**src/rtl/dptr_bank_pkg.sv**
```systemverilog
package dptr_bank_pkg;

   // Bus command encoding.
   typedef enum logic [1:0] {
      CMD_IDLE    = 2'd0,
      CMD_WRITE   = 2'd1,
      CMD_INC_CTL = 2'd2,
      CMD_INC_PTR = 2'd3
   } dptr_cmd_e;

   // Number of pointers selected by the single select bit.
   localparam int NPTR     = 2;
   // Bit position that toggles on a register increment.
   localparam int SEL_BIT  = 0;
   // Tied-low bit that absorbs the increment carry.
   localparam int ZERO_BIT = 2;

   // Control bits that are never stored.
   function automatic logic [31:0] ctl_drop_mask(input int swrst_bit);
      return (32'd1 << ZERO_BIT) | (32'd1 << swrst_bit);
   endfunction

endpackage

```
**src/rtl/aux_ctl_reg.sv**
```systemverilog
module aux_ctl_reg
   import dptr_bank_pkg::*;
#(
   parameter int REG_W     = 8,
   parameter int SWRST_BIT = 3
) (
   input  logic             clk,
   input  logic             rst_n,
   input  logic             wr_en,
   input  logic             inc_en,
   input  logic [REG_W-1:0] wdata,
   output logic [REG_W-1:0] ctl_view,
   output logic             sel,
   output logic             swrst_pulse
);

   localparam logic [REG_W-1:0] KEEP_MASK = ~REG_W'(ctl_drop_mask(SWRST_BIT));

   generate
      if (SWRST_BIT <= ZERO_BIT || SWRST_BIT >= REG_W) begin : g_bad_swrst
         $error("aux_ctl_reg: SWRST_BIT must lie above the tied bit and inside the register");
      end
   endgenerate

   logic [REG_W-1:0] store_q;
   logic [REG_W-1:0] inc_val;
   logic             swrst_q;

   // Increment works on the read view, so the tied bit is 0 before and after.
   always_comb begin
      ctl_view = store_q & KEEP_MASK;
      inc_val  = (ctl_view + REG_W'(1)) & KEEP_MASK;
   end

   always_ff @(posedge clk or negedge rst_n) begin
      if (!rst_n) begin
         store_q <= '0;
         swrst_q <= 1'b0;
      end else begin
         swrst_q <= wr_en & wdata[SWRST_BIT];
         if (wr_en) begin
            store_q <= wdata & KEEP_MASK;
         end else if (inc_en) begin
            store_q <= inc_val;
         end
      end
   end

   assign sel         = ctl_view[SEL_BIT];
   assign swrst_pulse = swrst_q;

endmodule

```
**src/rtl/dptr_file.sv**
```systemverilog
module dptr_file
   import dptr_bank_pkg::*;
#(
   parameter int PTR_W  = 16,
   parameter int DATA_W = 8,
   parameter int IDX_W  = 1
) (
   input  logic              clk,
   input  logic              rst_n,
   input  logic              sel,
   input  logic              byte_we,
   input  logic [IDX_W-1:0]  byte_idx,
   input  logic [DATA_W-1:0] wdata,
   input  logic              inc_en,
   output logic [PTR_W-1:0]  ptr_active
);

   logic [PTR_W-1:0] bank [NPTR];

   generate
      for (genvar g = 0; g < NPTR; g++) begin : g_ptr
         logic [PTR_W-1:0] q;
         logic             mine;

         assign mine = (sel == 1'(g));

         always_ff @(posedge clk or negedge rst_n) begin
            if (!rst_n) begin
               q <= '0;
            end else if (mine && byte_we) begin
               q[byte_idx*DATA_W +: DATA_W] <= wdata;
            end else if (mine && inc_en) begin
               q <= q + PTR_W'(1);
            end
         end

         assign bank[g] = q;
      end
   endgenerate

   assign ptr_active = bank[sel];

endmodule

```
**src/rtl/dptr_bus_decode.sv**
```systemverilog
module dptr_bus_decode
   import dptr_bank_pkg::*;
#(
   parameter int DATA_W = 8,
   parameter int PTR_W  = 16,
   parameter int ADDR_W = 2,
   parameter int IDX_W  = 1
) (
   input  logic [1:0]        bus_cmd,
   input  logic [ADDR_W-1:0] bus_addr,
   input  logic [DATA_W-1:0] ctl_view,
   input  logic [PTR_W-1:0]  ptr_active,
   output logic              ctl_wr,
   output logic              ctl_inc,
   output logic              ptr_wr,
   output logic              ptr_inc,
   output logic [IDX_W-1:0]  byte_idx,
   output logic [DATA_W-1:0] rdata
);

   localparam int PTR_BYTES = PTR_W / DATA_W;

   dptr_cmd_e   cmd;
   logic        hit_ctl;
   logic        hit_ptr;
   int unsigned a_int;

   always_comb begin
      cmd      = dptr_cmd_e'(bus_cmd);
      a_int    = 32'(bus_addr);
      hit_ctl  = (a_int == 0);
      hit_ptr  = (a_int != 0) && (a_int <= PTR_BYTES);
      byte_idx = hit_ptr ? IDX_W'(a_int - 1) : '0;

      ctl_wr  = (cmd == CMD_WRITE) && hit_ctl;
      ptr_wr  = (cmd == CMD_WRITE) && hit_ptr;
      ctl_inc = (cmd == CMD_INC_CTL);
      ptr_inc = (cmd == CMD_INC_PTR);

      rdata = '0;
      if (hit_ctl) begin
         rdata = ctl_view;
      end else if (hit_ptr) begin
         rdata = ptr_active[byte_idx*DATA_W +: DATA_W];
      end
   end

endmodule

```
**src/rtl/dptr_bank_ctl.sv**
```systemverilog
module dptr_bank_ctl
   import dptr_bank_pkg::*;
#(
   parameter int DATA_W    = 8,
   parameter int PTR_W     = 16,
   parameter int SWRST_BIT = 3,
   parameter int ADDR_W    = 2
) (
   input  logic              clk,
   input  logic              rst_n,
   input  logic [1:0]        bus_cmd,
   input  logic [ADDR_W-1:0] bus_addr,
   input  logic [DATA_W-1:0] bus_wdata,
   output logic [DATA_W-1:0] bus_rdata,
   output logic [PTR_W-1:0]  ptr_out,
   output logic              sel_out,
   output logic              swrst_req
);

   localparam int PTR_BYTES = PTR_W / DATA_W;
   localparam int IDX_W     = (PTR_BYTES > 1) ? $clog2(PTR_BYTES) : 1;

   generate
      if (DATA_W < ZERO_BIT + 2) begin : g_bad_data
         $error("dptr_bank_ctl: DATA_W too narrow for the control layout");
      end
      if (PTR_W % DATA_W != 0 || PTR_W < DATA_W) begin : g_bad_ptr
         $error("dptr_bank_ctl: PTR_W must be a whole number of bytes");
      end
      if ((1 << ADDR_W) < PTR_BYTES + 1) begin : g_bad_addr
         $error("dptr_bank_ctl: ADDR_W cannot reach every pointer byte");
      end
   endgenerate

   logic              ctl_wr;
   logic              ctl_inc;
   logic              ptr_wr;
   logic              ptr_inc;
   logic [IDX_W-1:0]  byte_idx;
   logic [DATA_W-1:0] ctl_view;

   dptr_bus_decode #(
      .DATA_W(DATA_W), .PTR_W(PTR_W), .ADDR_W(ADDR_W), .IDX_W(IDX_W)
   ) dec_i (
      .bus_cmd    (bus_cmd),
      .bus_addr   (bus_addr),
      .ctl_view   (ctl_view),
      .ptr_active (ptr_out),
      .ctl_wr     (ctl_wr),
      .ctl_inc    (ctl_inc),
      .ptr_wr     (ptr_wr),
      .ptr_inc    (ptr_inc),
      .byte_idx   (byte_idx),
      .rdata      (bus_rdata)
   );

   aux_ctl_reg #(
      .REG_W(DATA_W), .SWRST_BIT(SWRST_BIT)
   ) ctl_i (
      .clk         (clk),
      .rst_n       (rst_n),
      .wr_en       (ctl_wr),
      .inc_en      (ctl_inc),
      .wdata       (bus_wdata),
      .ctl_view    (ctl_view),
      .sel         (sel_out),
      .swrst_pulse (swrst_req)
   );

   dptr_file #(
      .PTR_W(PTR_W), .DATA_W(DATA_W), .IDX_W(IDX_W)
   ) ptr_i (
      .clk        (clk),
      .rst_n      (rst_n),
      .sel        (sel_out),
      .byte_we    (ptr_wr),
      .byte_idx   (byte_idx),
      .wdata      (bus_wdata),
      .inc_en     (ptr_inc),
      .ptr_active (ptr_out)
   );

endmodule

```
**config.mk**
```make
export PLATFORM = sky130hd
export DESIGN_NAME = dptr_bank_ctl
export DESIGN_NICKNAME = d
export VERILOG_FILES = /design/src/rtl/dptr_bank_pkg.sv /design/src/rtl/aux_ctl_reg.sv /design/src/rtl/dptr_file.sv /design/src/rtl/dptr_bus_decode.sv /design/src/rtl/dptr_bank_ctl.sv
export SDC_FILE = /design/constraint.sdc
export NUM_CORES = 1
export LEC_CHECK = 0
export BUFFER_PORTS_ARGS = -buffer_cell sky130_fd_sc_hd__buf_2
export CAP_MARGIN = 40
export CORE_ASPECT_RATIO = 1.75
export CORE_UTILIZATION = 55
export CTS_CLUSTER_DIAMETER = 40
export DETAILED_ROUTE_END_ITERATION = 10
export PLACE_DENSITY = 0.77
export SLEW_MARGIN = 25
export SYNTH_ARGS = -nofsm -noshare
export SYNTH_HDL_FRONTEND = slang
export SYNTH_SLANG_ARGS = --single-unit
```
**constraint.sdc**
```tcl
create_clock -name clk -period 4.6 [get_ports clk]
set_clock_uncertainty 0.1 [all_clocks]
set_input_delay 0.69 -clock clk [delete_from_list [all_inputs] [get_ports clk]]
set_output_delay 0.69 -clock clk [all_outputs]
set_load 0.02 [all_outputs]
```
==> parameters.txt, run 1 <==
Parameter                              Value

Outcome
  Run status ... finished clean

Route
  Number of search-and-repair iterations in the first detailed-routing pass ... 5
  Routed via count divided by cell count ... ~6.9
  Vias after detailed routing ... 2772
  Final Routed Wirelength ... between 8000 and 9000 um
  Average wire per standard cell ... 20.8 um
  Residual DRC count ... 0
  Routed Antenna Nets ... 0
  DRT iter0 DRCs ... 151

CTS
  Post-CTS Setup Inserts ... 0
  CTS hold repair buffers ... 0
  Post-CTS sizing ... 0
  Root buf cell ... clkbuf_8
  Maximum root-to-sink buffer count ... 2
  CTS buffer count ... 5
  Clock latency at the later pin of the worst-skew pair ... roughly 300 ps
  H-tree Lvls ... 2
  Clock transition at path regs ... about 80 ps
  Clock tree from TritonCTS ... done
  TritonCTS Sinks ... 39

STA
  Max Freq ... 344 MHz
  Measured slew at the worst slew-check pin ... 740 ps
  Total of endpoints with negative setup slack in the final report ... 0
  Share of the clock period used by the worst path ... 0.632
  Final-report max-slew violation count ... 0
  Final min period ... 2910 ps
  Setup TNS Final ... 0 ps
  Final hold violations ... 0
  Worst slew margin relative to its limit ... 0.503
  Unrepaired setup endpoints after global routing ... false
  Worst hold margin ... 198 ps

Global routing
  Global route total overflow ... 0
  Largest net degree at the start of global routing ... 26
  GRT Util Overall ... 0.317
  First-pass GRT wire length ... about 13000 um
  Vias in the first global route ... 2630
  Initial antenna violation count ... 0

Synth
  Number of enable flip-flop cells after synthesis ... 0
  Top post-synthesis cells by count ... dfrtp_1 (39), nand2_1 (34), o21ai_0 (24)
  Yosys top cell area share ... 0.345
  Top cells by area, synth ... dfrtp_1 (34%), mux2_2 (7.6%), nand2_1 (4.5%)
  Flip-flop cell with the highest count after synthesis ... dfrtp_1
  Mapped Nets ... 337
  Seq/Total Area, Yosys ... 0.345
  Synth area leader ... dfrtp_1
  Post-synthesis area per instance ... 8.87 um^2
  Cell area after synthesis ... about 2800 um^2
  Most frequently used cell type in the post-synthesis netlist ... dfrtp_1
  Yosys warning total ... 0
  Unique cell type count in the Yosys netlist ... 60
  Number of synthesized register bits ... 39
  Ys async rst share ... 1.00
  Gate count after technology mapping ... around 320

Die
  Core Region ... ~5000 um^2
  Die footprint ... 5450 um^2
  Width of the die ... 56.2 um
  Number of top-level pins ... 40
  Total number of placement rows ... 34
  Initial core utilization ... 0.568
  Height of the chip ... roughly 97 um

Final layout
  Total Nets Final ... between 300 and 400
  Share of cells above drive strength 1 ... 0.218
  Storage cell area ... 976 um^2
  Count of filler cells inserted in the layout ... 449
  Area growth from synthesis to layout ... 9.86%
  Diode insertion count for antenna repair ... 0
  Area occupied by multi-input gates ... 1720 um^2

Setup path
  CP max-delay cell ... ha_1
  Required time at the endpoint of the critical path ... 3810 ps
  Critical path start-end classification ... in2out
  Buffering stage count on the worst path with inverters included ... 3
  Most common cell type on the critical path ... buf_2
  Crit path max-delay family ... adder cells
  Critical Path AT ... 2120 ps
  Crit path capture type ... primary output
  Kind of start point of the critical path ... input port
  Crit Path Max Fanout ... 9
  Cells traversed along the worst timing path ... buf_2 > inv_1 > ha_1 > nand2b_1 > o21ai_0 > buf_2
  Highest cell delay on the worst timing path ... ~480 ps

Placed design
  Last weighted congestion value of the routability-driven placer ... 0.862
  DPL Wire Length ... 6220 um
  Quantity of I/O buffers inserted on ports ... 39

Power and ir drop
  Power density of the placed cells ... 497 nW/um^2
  Leakage power summed over all cells ... 1.29 nW
  Worst vdd ir ... 0.000299 V

Worst hold path
  Hold crit path type ... in2async

Flow run
  Max-cap violation count ... 0
## final timing paths
| kind | startpoint | to | slack (ps) | cells after the start |
|---|---|---|---|---|
| worst max-delay path | bus_addr[1] | bus_rdata[6] | 1690 | 6 |
| worst min-delay path | rst_n | ptr_i.g_ptr[1].q[0] | 200 | 1 |
| worst max register to register | ctl_i.store_q[0] | ptr_i.g_ptr[0].q[3] | 2200 | 5 |
| worst min register to register | ctl_i.store_q[5] | ctl_i.store_q[5] | 420 | 1 |
| max in group asynchronous | rst_n | ptr_i.g_ptr[0].q[13] | 3730 | 2 |
| min in group clk | ctl_i.store_q[5] | ctl_i.store_q[5] | 420 | 1 |
## layer usage
layer  up-vias  track usage  routed length, um  part of all wire
li1       1270            -                  -                 -
met3        28       0.0307                505             0.060
met5         -            0                  0                 0
met2       131        0.532               4270              0.51
met4         0        0.188                425             0.051
met1      1343        0.385               3180              0.38
## sequential cells by signal, indices dropped and copies added (netlist names)
name and flops:
ctl_i.store_q 6, ptr_i.g_ptr.q 32, ctl_i.swrst_pulse 1
## per-stage QoR
stage          total power (W)  instances   util  worst slack (ps)  instance area [um^2]
5_1_grt                0.00162        402  0.624              1640                  3110
4_1_cts                0.00153        402  0.624              1710                  3110
6_report               0.00155        402  0.624              1690                  3110
3_5_place_dp           0.00130        394  0.608              1710                  3030
2_1_floorplan          0.00107        319      -              1840                  2830
3_3_place_gp           0.00127        390  0.597              1400                  2970
## cell type report
cell class	count	area share
Sequential cell	39	0.314
Clock buffer	7	0.0246
Tap cell	54	0.0217
Clock inverter	1	0.00161
Inverter	4	0.00483
Timing Repair Buffer	43	0.0805
Multi-Input combinational cell	254	0.553
## power breakdown
group	internal (W)	switching (W)	total [W]
combinational	0.000280	0.000398	0.000678
clock	0.000107	0.000128	0.000235
sequential	0.000454	0.000178	0.000632
total	0.000841	0.000704	0.00155
## layout by cell type, fill, tap and decap left out, types with 7 or more instances in the layout
cell type / count
buf_2: 40
dfrtp_1: 39
nand2_1: 34
o21ai_0: 24
nor2_1: 19
mux2_2: 19
nand3_1: 16
a21oi_1: 12
mux2i_1: 11
nand4_1: 10
a22oi_1: 9
o211ai_1: 9
nor3_1: 7
## logic make-up after synthesis
logic type | synth area share
flops | 0.345
buf+inv | 0.0478
compound gates | 0.223
fa+ha+maj | 0.0177
xor+xnor | 0.00929
mux | 0.115
simple gates | 0.243
Note: power is estimated with default switching activity, not from simulation.
==> run 2, diff against run 1 <==
==> constraint.sdc (replaced) <==
create_clock -name clk -period 2.85 [get_ports clk]
set_clock_uncertainty 0.1 [all_clocks]
set_input_delay 0.4275 -clock clk [delete_from_list [all_inputs] [get_ports clk]]
set_output_delay 0.4275 -clock clk [all_outputs]
set_load 0.02 [all_outputs]
==> run 2 against run 1 <==
Sequential share of layout area fell by 0.37 points. Register-to-register slack got worse by 1400 ps. Core utilization rose by 0.75 points. Combinational power rose by 61%. Critical path depth fell by 1. Clock-buffer cell count fell by 1. Die area did not move. Total power rose by 61%. Critical endpoint is now bus_rdata[1].
==> parameters.txt, run 2 (synthesis results as in run 1) <==
Parameter                              Value

Die
  Width of the die ... between 50 and 60 um
  Die footprint ... 5450 um^2
  Number of top-level pins ... 40
  Height of the chip ... just under 100 um
  Total number of placement rows ... 34
  Core Region ... 4980 um^2
  Initial core utilization ... 0.568

Placed design
  Last weighted congestion value of the routability-driven placer ... 0.948
  DPL Wire Length ... 6240 um
  Quantity of I/O buffers inserted on ports ... 39

Final layout
  Most frequent cells in the layout ... dfrtp_1 (39), buf_2 (39), nand2_1 (34)
  Reg with most FFs ... ptr_i.g_ptr.q
  Total Nets Final ... 370
  Area growth from synthesis to layout ... 11.2%
  Share of cells above drive strength 1 ... 0.230
  Max reg flops ... 32
  Diode insertion count for antenna repair ... 0

Global routing
  Global route total overflow ... 0
  Vias in the first global route ... 2619
  Largest net degree at the start of global routing ... 29
  Initial antenna violation count ... 0
  GRT Util Overall ... 0.318
  First-pass GRT wire length ... 13500 um

Setup path
  Required time at the endpoint of the critical path ... 2320 ps
  Kind of start point of the critical path ... flop
  Buffering stage count on the worst path with inverters included ... 2
  Crit path max-delay family ... flip-flops
  Highest cell delay on the worst timing path ... 560 ps
  CP max-delay cell ... dfrtp_1
  Critical Path AT ... 1890 ps
  Crit Path Max Fanout ... 17
  Crit path capture type ... primary output
  Cells traversed along the worst timing path ... buf_6 > mux2_2 > mux2i_1 > o21ai_0 > buf_2
  Critical path start-end classification ... reg2out

STA
  Setup TNS Final ... 0 ps
  Worst slew margin relative to its limit ... 0.484
  Final hold violations ... 0
  Unrepaired setup endpoints after global routing ... false
  Share of the clock period used by the worst path ... 0.847
  Final-report max-slew violation count ... 0
  Max Freq ... 414 MHz
  Final min period ... around 2400 ps
  Measured slew at the worst slew-check pin ... 768 ps
  Total of endpoints with negative setup slack in the final report ... 0

Power and ir drop
  Power density of the placed cells ... ~800 nW/um^2
  Final total power ... 0.00249 W
  Worst vdd ir ... approximately 0.00062 V
  Leakage power summed over all cells ... 1.31 nW

CTS
  Post-CTS Setup Inserts ... 0
  H-tree Lvls ... 2
  TritonCTS Sinks ... 39
  CTS buffer count ... 5
  Clock latency at the later pin of the worst-skew pair ... 290 ps
  Maximum root-to-sink buffer count ... 2
  Clock tree from TritonCTS ... done
  Root buf cell ... clkbuf_8
  Clock transition at path regs ... 80 ps

Route
  Residual DRC count ... 0
  Final Routed Wirelength ... 8290 um
  DRT iter0 DRCs ... 146
  Routed Antenna Nets ... 0
  Number of search-and-repair iterations in the first detailed-routing pass ... 5
  Average wire per standard cell ... 20.4 um
  Vias after detailed routing ... 2764
  Routed via count divided by cell count ... between 6 and 7

Flow run
  Max-cap violation count ... 0

Outcome
  Run status ... finished clean

Worst hold path
  Hold crit path type ... in2reg
run 2: power by group:
part / internal [W] / total, W / switching [W]
registers: 0.000733 / 0.00103 / 0.000292
clock network: 0.000190 / 0.000378 / 0.000188
logic: 0.000457 / 0.00109 / 0.000632
total: 0.00138 / 0.00249 / 0.00111
run 2: metrics by stage:
stage	instances	util	setup WS (ps)	hold WS [ps]	area (um^2)
floorplan	319	-	355	31.9	2830
global placement	396	0.606	579	393	3020
detailed placement	397	0.610	547	273	3040
CTS	405	0.630	230	346	3130
global route	406	0.632	320	370	3150
finish	406	0.632	436	354	3150
run 2: path summary, 6_finish.rpt:
check	startpoint	end	slack [ps]	cells after the start
setup / recovery	ctl_i.store_q[0]	bus_rdata[1]	440	5
hold / removal	bus_wdata[6]	ptr_i.g_ptr[1].q[6]	350	3
setup reg to reg	ctl_i.store_q[0]	ptr_i.g_ptr[0].q[8]	800	5
hold reg to reg	ctl_i.store_q[4]	ctl_i.store_q[4]	420	1
max in group asynchronous	rst_n	ctl_i.store_q[6]	1710	3
min in group asynchronous	rst_n	ptr_i.g_ptr[1].q[0]	480	2
run 2: metal layers:
| layer | global-route usage | up-vias | routed length, um |
|---|---|---|---|
| li1 | - | 1282 | - |
| met1 | 0.369 | 1303 | 3040 |
| met2 | 0.538 | 136 | 4150 |
| met3 | 0.0495 | 43 | 590 |
| met4 | 0.191 | 0 | 501 |
| met5 | 0 | - | 0 |
run 2: tightest hold or removal path: stages:
cell      delay (ps)
buf_2            140
nand2_1           70
o211ai_1          70
run 2: repair_timing:
item,4_1_cts,5_1_grt
gates resized for setup,0,0
setup endpoints to repair,0,0
hold buffers,1,0
endpoints found under the hold margin,15,0
run 2: cell type report:
type | count | area [um^2]
clock buffer | 6 | 82.6
clock inverter | 1 | 5.00
fill | 436 | 1830
inverter | 4 | 15.0
multi-input combinational | 254 | 1720
sequential | 39 | 976
tap | 54 | 67.6
timing repair buffer | 48 | 282
==> run 3, diff against run 2 <==
==> constraint.sdc (replaced) <==
create_clock -name clk -period 2.4 [get_ports clk]
set_clock_uncertainty 0.1 [all_clocks]
set_input_delay 0.36 -clock clk [delete_from_list [all_inputs] [get_ports clk]]
set_output_delay 0.36 -clock clk [all_outputs]
set_load 0.02 [all_outputs]
==> run 3 against run 2 <==
Sequential share of layout area decreased by 0.11 points. Core utilization increased by 0.30 points. Sequential cell count unchanged. Non-clock buffer count increased by 1. Register-to-register slack got worse by 310 ps. Critical path depth unchanged. Clock power increased by 31%. Die area unchanged. Final area increased by 0.48%.
==> parameters.txt, run 3 (synthesis results as in run 1) <==
Parameter                              Value

Outcome
  Run status ... finished clean

Setup path
  First element of the critical path ... ctl_i.store_q[0]
  CP max-delay cell ... dfrtp_2
  Buffering stage count on the worst path with inverters included ... 2
  Crit path max-delay family ... multiplexers
  Critical path start-end classification ... reg2out
  Crit path capture type ... primary output
  Reg-to-reg setup timing slack ... 490 ps
  Critical Path AT ... 1750 ps
  Highest cell delay on the worst timing path ... 470 ps
  Kind of start point of the critical path ... flop
  Crit Path Max Fanout ... 10
  Required time at the endpoint of the critical path ... 1940 ps
  Cells traversed along the worst timing path ... buf_4 > mux2_2 > mux2i_1 > o21ai_0 > buf_2
  Start of the worst register-to-register path ... ctl_i.store_q[0]

Route
  Vias after detailed routing ... 2788
  Number of search-and-repair iterations in the first detailed-routing pass ... 5
  Routed via count divided by cell count ... 6.83
  DRT iter0 DRCs ... 216
  Average wire per standard cell ... between 20 and 25 um
  Routed Antenna Nets ... 0
  Final Routed Wirelength ... 8270 um
  Residual DRC count ... 0

Power and ir drop
  Cell internal power dissipation ... approximately 0.0017 W
  Clock network power share ... 0.164
  Switching share of power ... 0.444
  Power density of the placed cells ... 958 nW/um^2
  Worst vdd ir ... 0.000710 V
  Fraction of power consumed by sequential logic ... 0.402
  Leakage power summed over all cells ... roughly 1.3 nW
  Logic pwr share ... 0.434
  Net switching component of the power ... around 0.0013 W

Placed design
  Post-place instance area ... 3060 um^2
  Quantity of I/O buffers inserted on ports ... 39
  Placed cell count ... 400
  DPL Wire Length ... roughly 6100 um
  Last weighted congestion value of the routability-driven placer ... a little under 0.9

Final layout
  Most frequent cells in the layout ... buf_2 (39), dfrtp_1 (38), nand2_1 (34)
  Final Cell Area ... 3160 um^2
  Max reg flops ... 32
  Total Nets Final ... 371
  Final std cells w/o fill ... 408
  Reg with most FFs ... ptr_i.g_ptr.q
  Count of filler cells inserted in the layout ... between 400 and 500
  Diode insertion count for antenna repair ... 0
  Share of cells above drive strength 1 ... 0.237
  Final standard cell utilization of the core ... 0.635
  Area growth from synthesis to layout ... 11.7%
  Most common cell after layout, fill and taps aside ... buf_2

STA
  Share of the clock period used by the worst path ... 0.922
  Setup TNS Final ... 0 ps
  Final min period ... 2210 ps
  Max Freq ... about 450 MHz
  Worst slew margin relative to its limit ... 0.613
  Final hold violations ... 0
  Measured slew at the worst slew-check pin ... around 580 ps
  Final-report max-slew violation count ... 0
  Total of endpoints with negative setup slack in the final report ... 0
  Unrepaired setup endpoints after global routing ... false

Die
  Die footprint ... ~5400 um^2
  Core Region ... 4980 um^2
  Width of the die ... roughly 56 um
  Height of the chip ... roughly 97 um
  Initial core utilization ... 0.568
  Total number of placement rows ... 34
  Number of top-level pins ... 40

CTS
  Root buf cell ... clkbuf_8
  Clock tree from TritonCTS ... done
  Maximum root-to-sink buffer count ... 2
  CTS buffer count ... 5
  TritonCTS Sinks ... 39
  Post-CTS Setup Inserts ... 0
  Clock latency at the later pin of the worst-skew pair ... between 200 and 300 ps
  H-tree Lvls ... 2
  CTS hold repair buffers ... 0
  Clock transition at path regs ... 80 ps

Global routing
  Global route total overflow ... 0
  GRT Util Overall ... 0.317
  Largest net degree at the start of global routing ... 40
  Initial antenna violation count ... 0
  First-pass GRT wire length ... 13400 um
  Vias in the first global route ... 2642

Worst hold path
  Hold crit path type ... in2async

Flow run
  Max-cap violation count ... 0
run 3: worst reg2reg max path: cells and delay by family (launching register included):
family,cells,cell delay (ps)
flip-flops,1,470
AO/OA/AOI/OAI,2,420
AND/OR/NAND/NOR,2,630
buffers and inverters,1,170
run 3: power by group through the flow:
stage	sequential (W)	clock (W)	combinational (W)
after floorplan	0.00108	0	0.000980
after global placement	0.00119	0	0.00128
after detailed placement	0.00121	0	0.00130
after CTS	0.00119	0.000500	0.00131
after global routing	0.00125	0.000523	0.00141
final	0.00122	0.000496	0.00132
run 3: final cells by class:
| class | count | area (um^2) | area share |
|---|---|---|---|
| Multi-Input combinational cell | 254 | 1720 | 0.544 |
| Tap cell | 54 | 67.6 | 0.0214 |
| Clock buffer | 8 | 100 | 0.0317 |
| Inverter | 4 | 15.0 | 0.00475 |
| Sequential cell | 39 | 977 | 0.309 |
| Timing Repair Buffer | 49 | 283 | 0.0895 |
run 3: per-stage QoR:
stage                     hold WS (ps)  total power (W)  worst slack (ps)
after global placement             350          0.00247               203
after floorplan                  -35.6          0.00206               164
after global routing              61.7          0.00318              74.2
after detailed placement           355          0.00250               127
after CTS                         40.2          0.00300              86.6
final                             14.2          0.00303               188
run 3: layer usage:
metal  global-route usage  vias up  wire, um
met5                    0        -         0
met4                0.210        0       473
met3               0.0481       32       501
met2                0.517      127      4180
met1                0.378     1343      3110
li1                     -     1286         -
run 3: timing repair:
item | CTS | global route
endpoints found under the setup margin | 0 | 4
hold endpoints to repair | 0 | 0
resized for setup | 0 | 1
run 3: final timing paths:
check                      cells past startpoint                  end
max reg2reg                                    5  ptr_i.g_ptr[1].q[2]
min reg2reg                                    1     ctl_i.store_q[5]
max in group asynchronous                      2     ctl_i.store_q[0]
min                                            2  ptr_i.g_ptr[1].q[0]
min in group clk                               3  ptr_i.g_ptr[1].q[6]
max                                            5         bus_rdata[0]
